[config.mk]
export PLATFORM = sky130hd
export DESIGN_NAME = rx_fifo_wdog
export DESIGN_NICKNAME = d
export VERILOG_FILES = /design/src/rtl/rxq_pkg.sv /design/src/rtl/rxq_store.sv /design/src/rtl/rxq_level.sv /design/src/rtl/rxq_wdog.sv /design/src/rtl/rx_fifo_wdog.sv
export SDC_FILE = /design/constraint.sdc
export NUM_CORES = 2
export LEC_CHECK = 0
export BUFFER_PORTS_ARGS = -buffer_cell sky130_fd_sc_hd__buf_2
export CAP_MARGIN = 5
export CORE_MARGIN = 1.5
export CORE_UTILIZATION = 46
export CTS_CLUSTER_SIZE = 30
export DETAILED_ROUTE_END_ITERATION = 8
export GPL_ROUTABILITY_DRIVEN = 0
export PLACE_DENSITY_LB_ADDON = 0.12
export SLEW_MARGIN = 20
export SYNTH_ARGS = -nofsm -noshare
export SYNTH_HDL_FRONTEND = slang
export SYNTH_SLANG_ARGS = --single-unit
[constraint.sdc]
create_clock -name clk -period 5.8 [get_ports clk]
set_input_delay 0.87 -clock clk [delete_from_list [all_inputs] [get_ports clk]]
set_output_delay 0.87 -clock clk [all_outputs]
set_load 0.1 [all_outputs]
[src/rtl/rxq_pkg.sv]
package rxq_pkg;
  typedef enum logic [1:0] {
    LVL_ANY  = 2'b00,
    LVL_LOW  = 2'b01,
    LVL_MID  = 2'b10,
    LVL_FULL = 2'b11
  } lvl_code_e;
endpackage

[src/rtl/rxq_store.sv]
module rxq_store #(
  parameter int DW = 8,
  parameter int AW = 8
) (
  input  logic          clk,
  input  logic          we,
  input  logic [AW-1:0] waddr,
  input  logic [DW-1:0] wdata,
  input  logic          re,
  input  logic [AW-1:0] raddr,
  output logic [DW-1:0] rdata
);
  localparam int ENTRIES = 1 << AW;

  logic [DW-1:0] mem [ENTRIES];

  // simple dual-port array with registered read for RAM inference
  always_ff @(posedge clk) begin
    if (we) mem[waddr] <= wdata;
  end

  always_ff @(posedge clk) begin
    if (re) rdata <= mem[raddr];
  end
endmodule

[src/rtl/rxq_level.sv]
module rxq_level
  import rxq_pkg::*;
#(
  parameter int DEEP    = 256,
  parameter int SHALLOW = 8,
  parameter int SH_LOW  = 3,
  parameter int SH_MID  = 6,
  localparam int AW = $clog2(DEEP),
  localparam int CW = $clog2(DEEP + 1)
) (
  input  logic          clk,
  input  logic          rst,
  input  logic          push_req,
  input  logic          pop_req,
  input  logic          deep_sel,
  input  lvl_code_e     code,
  output logic          push_ok,
  output logic          pop_ok,
  output logic [AW-1:0] wptr,
  output logic [AW-1:0] rptr,
  output logic [CW-1:0] fill,
  output logic          empty,
  output logic          full,
  output logic          lvl_hit,
  output logic          overrun
);
  localparam logic [CW-1:0] CAP_DEEP = CW'(DEEP);
  localparam logic [CW-1:0] CAP_SHAL = CW'(SHALLOW);
  localparam logic [CW-1:0] D_LOW    = CW'(DEEP / 2);
  localparam logic [CW-1:0] D_MID    = CW'((DEEP * 3) / 4);
  localparam logic [CW-1:0] S_LOW    = CW'(SH_LOW);
  localparam logic [CW-1:0] S_MID    = CW'(SH_MID);
  localparam logic [CW-1:0] ONE      = CW'(1);

  logic [CW-1:0] cap;
  logic [CW-1:0] thr;

  always_comb begin
    cap = deep_sel ? CAP_DEEP : CAP_SHAL;
    unique case (code)
      LVL_ANY:  thr = ONE;
      LVL_LOW:  thr = deep_sel ? D_LOW : S_LOW;
      LVL_MID:  thr = deep_sel ? D_MID : S_MID;
      default:  thr = cap;
    endcase
  end

  assign empty   = (fill == '0);
  assign full    = (fill >= cap);
  assign lvl_hit = (fill >= thr);
  assign push_ok = push_req && !full;
  assign pop_ok  = pop_req && !empty;

  always_ff @(posedge clk) begin
    if (rst) begin
      fill    <= '0;
      wptr    <= '0;
      rptr    <= '0;
      overrun <= 1'b0;
    end else begin
      if (push_ok) wptr <= wptr + 1'b1;
      if (pop_ok)  rptr <= rptr + 1'b1;
      if (push_ok && !pop_ok)      fill <= fill + 1'b1;
      else if (pop_ok && !push_ok) fill <= fill - 1'b1;
      if (push_req && full) overrun <= 1'b1;
    end
  end
endmodule

[src/rtl/rxq_wdog.sv]
module rxq_wdog #(
  parameter int TICKS = 64,
  localparam int TW = (TICKS > 1) ? $clog2(TICKS) : 1
) (
  input  logic clk,
  input  logic rst,
  input  logic en,
  input  logic tick,
  input  logic access,
  input  logic holding,
  output logic flag
);
  localparam logic [TW-1:0] LAST = TW'(TICKS - 1);

  logic [TW-1:0] idle_cnt;

  always_ff @(posedge clk) begin
    if (rst || access || !en || !holding) begin
      idle_cnt <= '0;
      flag     <= 1'b0;
    end else if (tick && !flag) begin
      if (idle_cnt == LAST) begin
        flag     <= 1'b1;
        idle_cnt <= '0;
      end else begin
        idle_cnt <= idle_cnt + 1'b1;
      end
    end
  end
endmodule

[src/rtl/rx_fifo_wdog.sv]
module rx_fifo_wdog
  import rxq_pkg::*;
#(
  parameter int DW          = 8,
  parameter int DEEP        = 256,
  parameter int SHALLOW     = 8,
  parameter int SH_LOW      = 3,
  parameter int SH_MID      = 6,
  parameter int WDOG_TICKS  = 64
) (
  input  logic          clk,
  input  logic          rst,
  input  logic          wr_en,
  input  logic [DW-1:0] wr_data,
  input  logic          rd_en,
  output logic [DW-1:0] rd_data,
  input  logic          bit_tick,
  input  logic          deep_sel,
  input  logic          lvl_hi,
  input  logic          lvl_lo,
  input  logic          wdog_en,
  output logic          irq,
  output logic          empty,
  output logic          full,
  output logic          overrun
);
  localparam int AW = $clog2(DEEP);
  localparam int CW = $clog2(DEEP + 1);

  logic          push_ok, pop_ok, lvl_hit, wdog_flag;
  logic [AW-1:0] wptr, rptr;
  logic [CW-1:0] fill_cnt;
  lvl_code_e     code;

  assign code = lvl_code_e'({lvl_hi, lvl_lo});

  rxq_level #(
    .DEEP(DEEP), .SHALLOW(SHALLOW), .SH_LOW(SH_LOW), .SH_MID(SH_MID)
  ) u_level (
    .clk(clk), .rst(rst), .push_req(wr_en), .pop_req(rd_en),
    .deep_sel(deep_sel), .code(code), .push_ok(push_ok), .pop_ok(pop_ok),
    .wptr(wptr), .rptr(rptr), .fill(fill_cnt), .empty(empty), .full(full),
    .lvl_hit(lvl_hit), .overrun(overrun)
  );

  rxq_store #(.DW(DW), .AW(AW)) u_store (
    .clk(clk), .we(push_ok), .waddr(wptr), .wdata(wr_data),
    .re(pop_ok), .raddr(rptr), .rdata(rd_data)
  );

  rxq_wdog #(.TICKS(WDOG_TICKS)) u_wdog (
    .clk(clk), .rst(rst), .en(wdog_en), .tick(bit_tick),
    .access(wr_en || rd_en), .holding(!empty), .flag(wdog_flag)
  );

  assign irq = lvl_hit || wdog_flag;
endmodule

# After elaboration in Yosys (flattened, before gate mapping)
# Memory sizes are Yosys's and may differ from the RTL's. A register that Yosys moved wholly into a read port is not among the register bits.
# Cells that the tools add are included.
[totals]
register_bits = 33
elab_cells = 47
ram_bits = 2048
mem_count = 1
input_bits = 17
output_inout_bits = 12
[classes]
mux = 9
n_eq_ne = 3
magnitude_cmp = 2
addsub = 5
reduce_logical = 21
[mem_list]
columns = ["memory", "depth", "width", "rd", "rd_ports_with_merged_regs", "write_ports", "line", "text"]
rows = [
  ["u_store.mem", 256, 8, 1, 1, 1, "rxq_store.sv:15", "logic [DW-1:0] mem [ENTRIES];"],
]
[op_table]
columns = ["op", "count"]
rows = [
  ["two-way mux 9 bit", 3],
  ["case mux 9 bit (3 select lines)", 1],
  ["greater-or-equal comparator 9 bit", 2],
  ["adder 8 x 1 -> 8 bit, second input constant", 2],
  ["two-way mux 8 bit", 2],
  ["adder 9 x 1 -> 9 bit, second input constant", 1],
  ["zero test 9 bit", 1],
  ["subtractor 9 x 1 -> 9 bit, second input constant", 1],
  ["adder 6 x 1 -> 6 bit, second input constant", 1],
  ["== test 6 bit, second input constant", 1],
  ["logical AND 1 bit", 6],
  ["zero test 1 bit", 6],
  ["two-way mux 6 bit", 1],
  ["logical OR 1 bit", 5],
  ["== test 2 x 1 -> 1 bit, second input constant", 1],
  ["== test 2 bit, second input constant", 1],
  ["zero test 2 bit", 1],
  ["two-way mux 1 bit", 2],
  ["AND reduction 2 bit", 1],
  ["nonzero test 2 bit", 1],
]

# Depth between registers and ports, before layout
[logic_depth]
word_depth = 8
depth_mapped = 16
ltp_nobuf = 15

# Cells and area by module
# From an unflattened synthesis, not the netlist that was laid out.
[unflattened]
cells_unflattened = 3970
hier_area_um2 = 81678.3
[modules_own_cells]
columns = ["module", "area_each_um2", "instances", "cells_each"]
rows = [
  ["rxq_store", 79636.4, 1, 3733],
  ["rxq_level", 1690.4, 1, 197],
  ["rxq_wdog", 335.3, 1, 37],
  ["rx_fifo_wdog", 16.3, 1, 3],
]

# Worst setup path before layout
# No wires, ideal clock.
[synth_timing]
kind = "input to register"
start = "input port deep_sel"
end = "register u_level.fill[7]"
stages = 16
t_required_ps = 5721
setup_time_ps = 79
slack_ps = 1338
arrival_time_ps = 4383
cell_sequence = "inv_1 -> ha_1 -> or4b_1 -> a31oi_1 -> nor3_4 -> buf_2 -> ha_1 -> inv_1 -> ha_1 -> a21o_1 -> a21o_1 -> a21o_1 -> a21oi_1 -> o21ai_0 -> or4b_2 -> o211ai_1"
[synth_between]
elab_chain_cells = 7
[synth_lines]
columns = ["element", "line", "text"]
rows = [
  ["start: declaration", "rx_fifo_wdog.sv:18", "input logic deep_sel,"],
  ["two-way mux 9 bit (*)", "rxq_level.sv:39", "cap = deep_sel ? CAP_DEEP : CAP_SHAL;"],
  ["greater-or-equal comparator 9 bit (*)", "rxq_level.sv:49", "assign full = (fill >= cap);"],
  ["zero test 1 bit (*)", "rxq_level.sv:51", "assign push_ok = push_req && !full;"],
  ["logical AND 1 bit (*)", "rxq_level.sv:51", ""],
  ["net push_ok", "rx_fifo_wdog.sv:30", "logic push_ok, pop_ok, lvl_hit, wdog_flag;"],
  ["zero test 1 bit", "rxq_level.sv:64", "else if (pop_ok && !push_ok) fill <= fill - 1'b1;"],
  ["logical AND 1 bit", "rxq_level.sv:64", ""],
  ["nonzero test 2 bit (no line)", "-", ""],
  ["end signal: assignment", "rxq_level.sv:63", "if (push_ok && !pop_ok) fill <= fill + 1'b1;"],
  ["end signal: assignment", "rxq_level.sv:64", ""],
  ["end: declaration", "rxq_level.sv:21", "output logic [CW-1:0] fill,"],
]
# The timed path passes the listed nets; every way through them passes the cells marked *.
# A chain may end at the register's enable or synchronous reset.

==> reports/qor.yml <==
power:
  leakage_nw: 27.6
  power_density_nw_per_um2: 399
  ir_worst_vdd_mv: 0.288
clocking:
  post-cts-setup-buffers: 0
  cts_tree: "done"
  htreeDepth: 4
  cts_resized: 0
  clkTransAtPathRegs_ps: 70
  hold_buffers: 0
  cts.sinks: 2089
  insertion_delay_ps: 850
  cts_buffer_depth: 3
  numCtsBuffers: 213
  root_buffer: "clkbuf_16"
synthesis:
  synthSimpleGateAreaFrac_pct: 2.97
  synth_compound_area_share_pct: 3.59
  syn_area_sq_um: 81800
  avgSynthCellArea_sq_um: 20.5
  yosysSeqAreaShare_pct: 76.3
  synth_edf_count: 2056
  ys.flop_type: "edfxtp_1"
  ys_warn_count: 0
  synth.area.top_cells: "edfxtp_1, mux4_2, mux2i_1"
  synthXorXnorAreaFrac_pct: 0.246
  async_flop_share_pct: 0
  ys_types: 79
  synth_top_family_by_area: "multiplexers"
  synthMuxAreaShare_pct: 14.6
  syn-num-nets: 4037
  synthCells: 3995
  ys_ff_latch: 2089
  synth_top_cell_area_share_pct: 75.5
  synth-adder-area-share_pct: 0.392
  synth_top_area_cell: "edfxtp_1"
place:
  placed_area_sq_um: 84700
  place_worst_setup_slack_ps: 1110
  dp_hpwl_microns: 133000
  port_buffers: 28
  post-place-cells: 6244
job:
  cap_violations: 0
sta:
  setup_viol: 0
  fin_ws_ps: 1420
  fin_skew_ps: 31.0
  tightest_slew_ps: 1160
  setup-tns-final_ps: 0
  fin_crit_ps: 4380
  fmax_mhz: 228
  report.final.slew_viol_count: 0
  timing.final.crit_share_pct: 75.5
  hold_viol: 0
  maxSlewHeadroom_pct: 21.9
  rsz0062_at_grt: "no"
cells_and_area:
  syn_to_final_growth_pct: 12.0
  fin_nets: 4162
  utilization_pct: 51.9
  drive_gt1_share_pct: 22.3
  layoutNonFillerInstCount: 6642
  design_area_sq_um: 91600
setup_path:
  cp.required_ps: 6380
  cp-start-kind: "register"
  crit_arrival_ps: 4950
  startpoint: "u_level.rptr[0]"
  worst-path-max-fanout: 38
  path_class: "register to register"
  r2r_start: "u_level.rptr[0]"
  endpoint_kind: "register"
floorplan:
  die_w_microns: 425
  io_pins: 29
  dieHeight_microns: 425
  dieArea_sq_um: 180000
  num_rows: 154
  core_area_sq_um: 176000
  start_util_pct: 46.4
route:
  wl_per_cell_microns: 33.7
  first_pass_iters: 5
  postRouteAntennaNets: 0
  drc_errors: 0
  via_per_inst: 6.10
  drt_iter0_drc: 4728
  num_vias: 40544
  wirelength_microns: 224000
run_status:
  status: "completed"
grt:
  overflow: 0
  grt_max_degree: 165
  track_usage_pct: 24.9
  grt_pass1_wl_microns: 315000
  grt_pass1_vias: 40528
  antenna_found_initial: 10
worst_hold_path:
  hp-start: "wr_en"
  hp-class: "input pin to register"
==> layer usage <==
layer  GRT usage [%]  routed length (microns)
met4            8.76                     8040
met5               0                       13
met3            4.01                    14700
met1            36.0                    95700
met2            38.7                   105000
==> worst max-delay path: stages, from the launching register on <==
cell,delay [ps]
dfxtp_4,960
buf_12,330
or3b_1,600
buf_4,380
o221ai_1,230
a211oi_1,640
a211oi_1,230
o32ai_1,580
o21ai_1,100
==> registers in the layout, indices dropped and copies added, names as in the netlist <==
name and flops:
u_store.mem 2048, u_wdog.flag 1, u_level.overrun 1, u_store.rdata 8, u_level.wptr 8, u_wdog.idle_cnt 6, u_level.fill 9, u_level.rptr 8
==> final timing paths <==
check / end / slack, ps / cells past startpoint
setup reg to reg: u_store.rdata[1] / 1420 / 8
hold / removal: u_level.overrun / 290 / 3
hold reg to reg: u_level.overrun / 490 / 2
setup / recovery: u_store.rdata[1] / 1420 / 8
==> cells in the mapped netlist, types with 21 or more instances <==
library cell / instances
a211oi_1: 33
a21oi_1: 88
a221oi_1: 34
a22oi_1: 81
buf_2: 71
buf_4: 27
buf_6: 31
clkbuf_1: 79
dfxtp_1: 33
edfxtp_1: 2056
ha_1: 24
mux2i_1: 183
mux4_2: 445
nand2_1: 96
nand3_1: 45
nor2_1: 321
nor2b_1: 21
o21ai_0: 31
o22ai_1: 28
==> area by class of cell <==
type	instances	area, sq um
inverters	17	63.8
clock inverters	138	1160
flip-flops and latches	2089	62400
clock buffers	257	5640
well taps	2340	2930
fillers	13893	84700
repair buffers	139	1360
multi-input cells	1660	18000
diodes	2	5.00
==> stage by stage <==
stage	power [mW]	hold WS (ps)
final	36.5	292
after global routing	37.6	287
after CTS	36.8	230
after detailed placement	23.4	479
after global placement	23.4	452
after floorplan	21.6	460
==> cells in the final DEF (no fill, tap or decap), types with 13 or more instances in the layout <==
| cell type | count |
|---|---|
| clkbuf_1 | 37 |
| o22ai_1 | 28 |
| o21ai_0 | 31 |
| o221ai_1 | 16 |
| a21oi_1 | 88 |
| inv_1 | 13 |
| nand2_1 | 93 |
| o21ai_1 | 13 |
| clkinv_2 | 53 |
| buf_12 | 23 |
| ha_1 | 24 |
| nand3_2 | 13 |
| a31oi_1 | 14 |
| xnor2_1 | 13 |
| buf_2 | 20 |
| edfxtp_1 | 2056 |
| a211oi_1 | 33 |
| mux2i_1 | 183 |
| a221oi_1 | 34 |
| nor2b_1 | 15 |
| nor2_1 | 314 |
| mux4_2 | 445 |
| clkbuf_16 | 220 |
| buf_4 | 86 |
| clkinv_1 | 51 |
| nand3_1 | 33 |
| dfxtp_1 | 27 |
| a22oi_1 | 81 |
| bufinv_16 | 17 |
==> where the power goes <==
group | internal (mW) | switching (mW)
sequential | 16.7 | 0.207
clock | 7.67 | 5.77
combinational | 2.65 | 3.53
==> cells by family after synthesis <==
group,after synthesis
mux,639
fa+ha+maj,25
flops,2089
compound gates,416
simple gates,557
xor+xnor,23
buf+inv,246
Note: power is estimated with default switching activity, not from simulation.
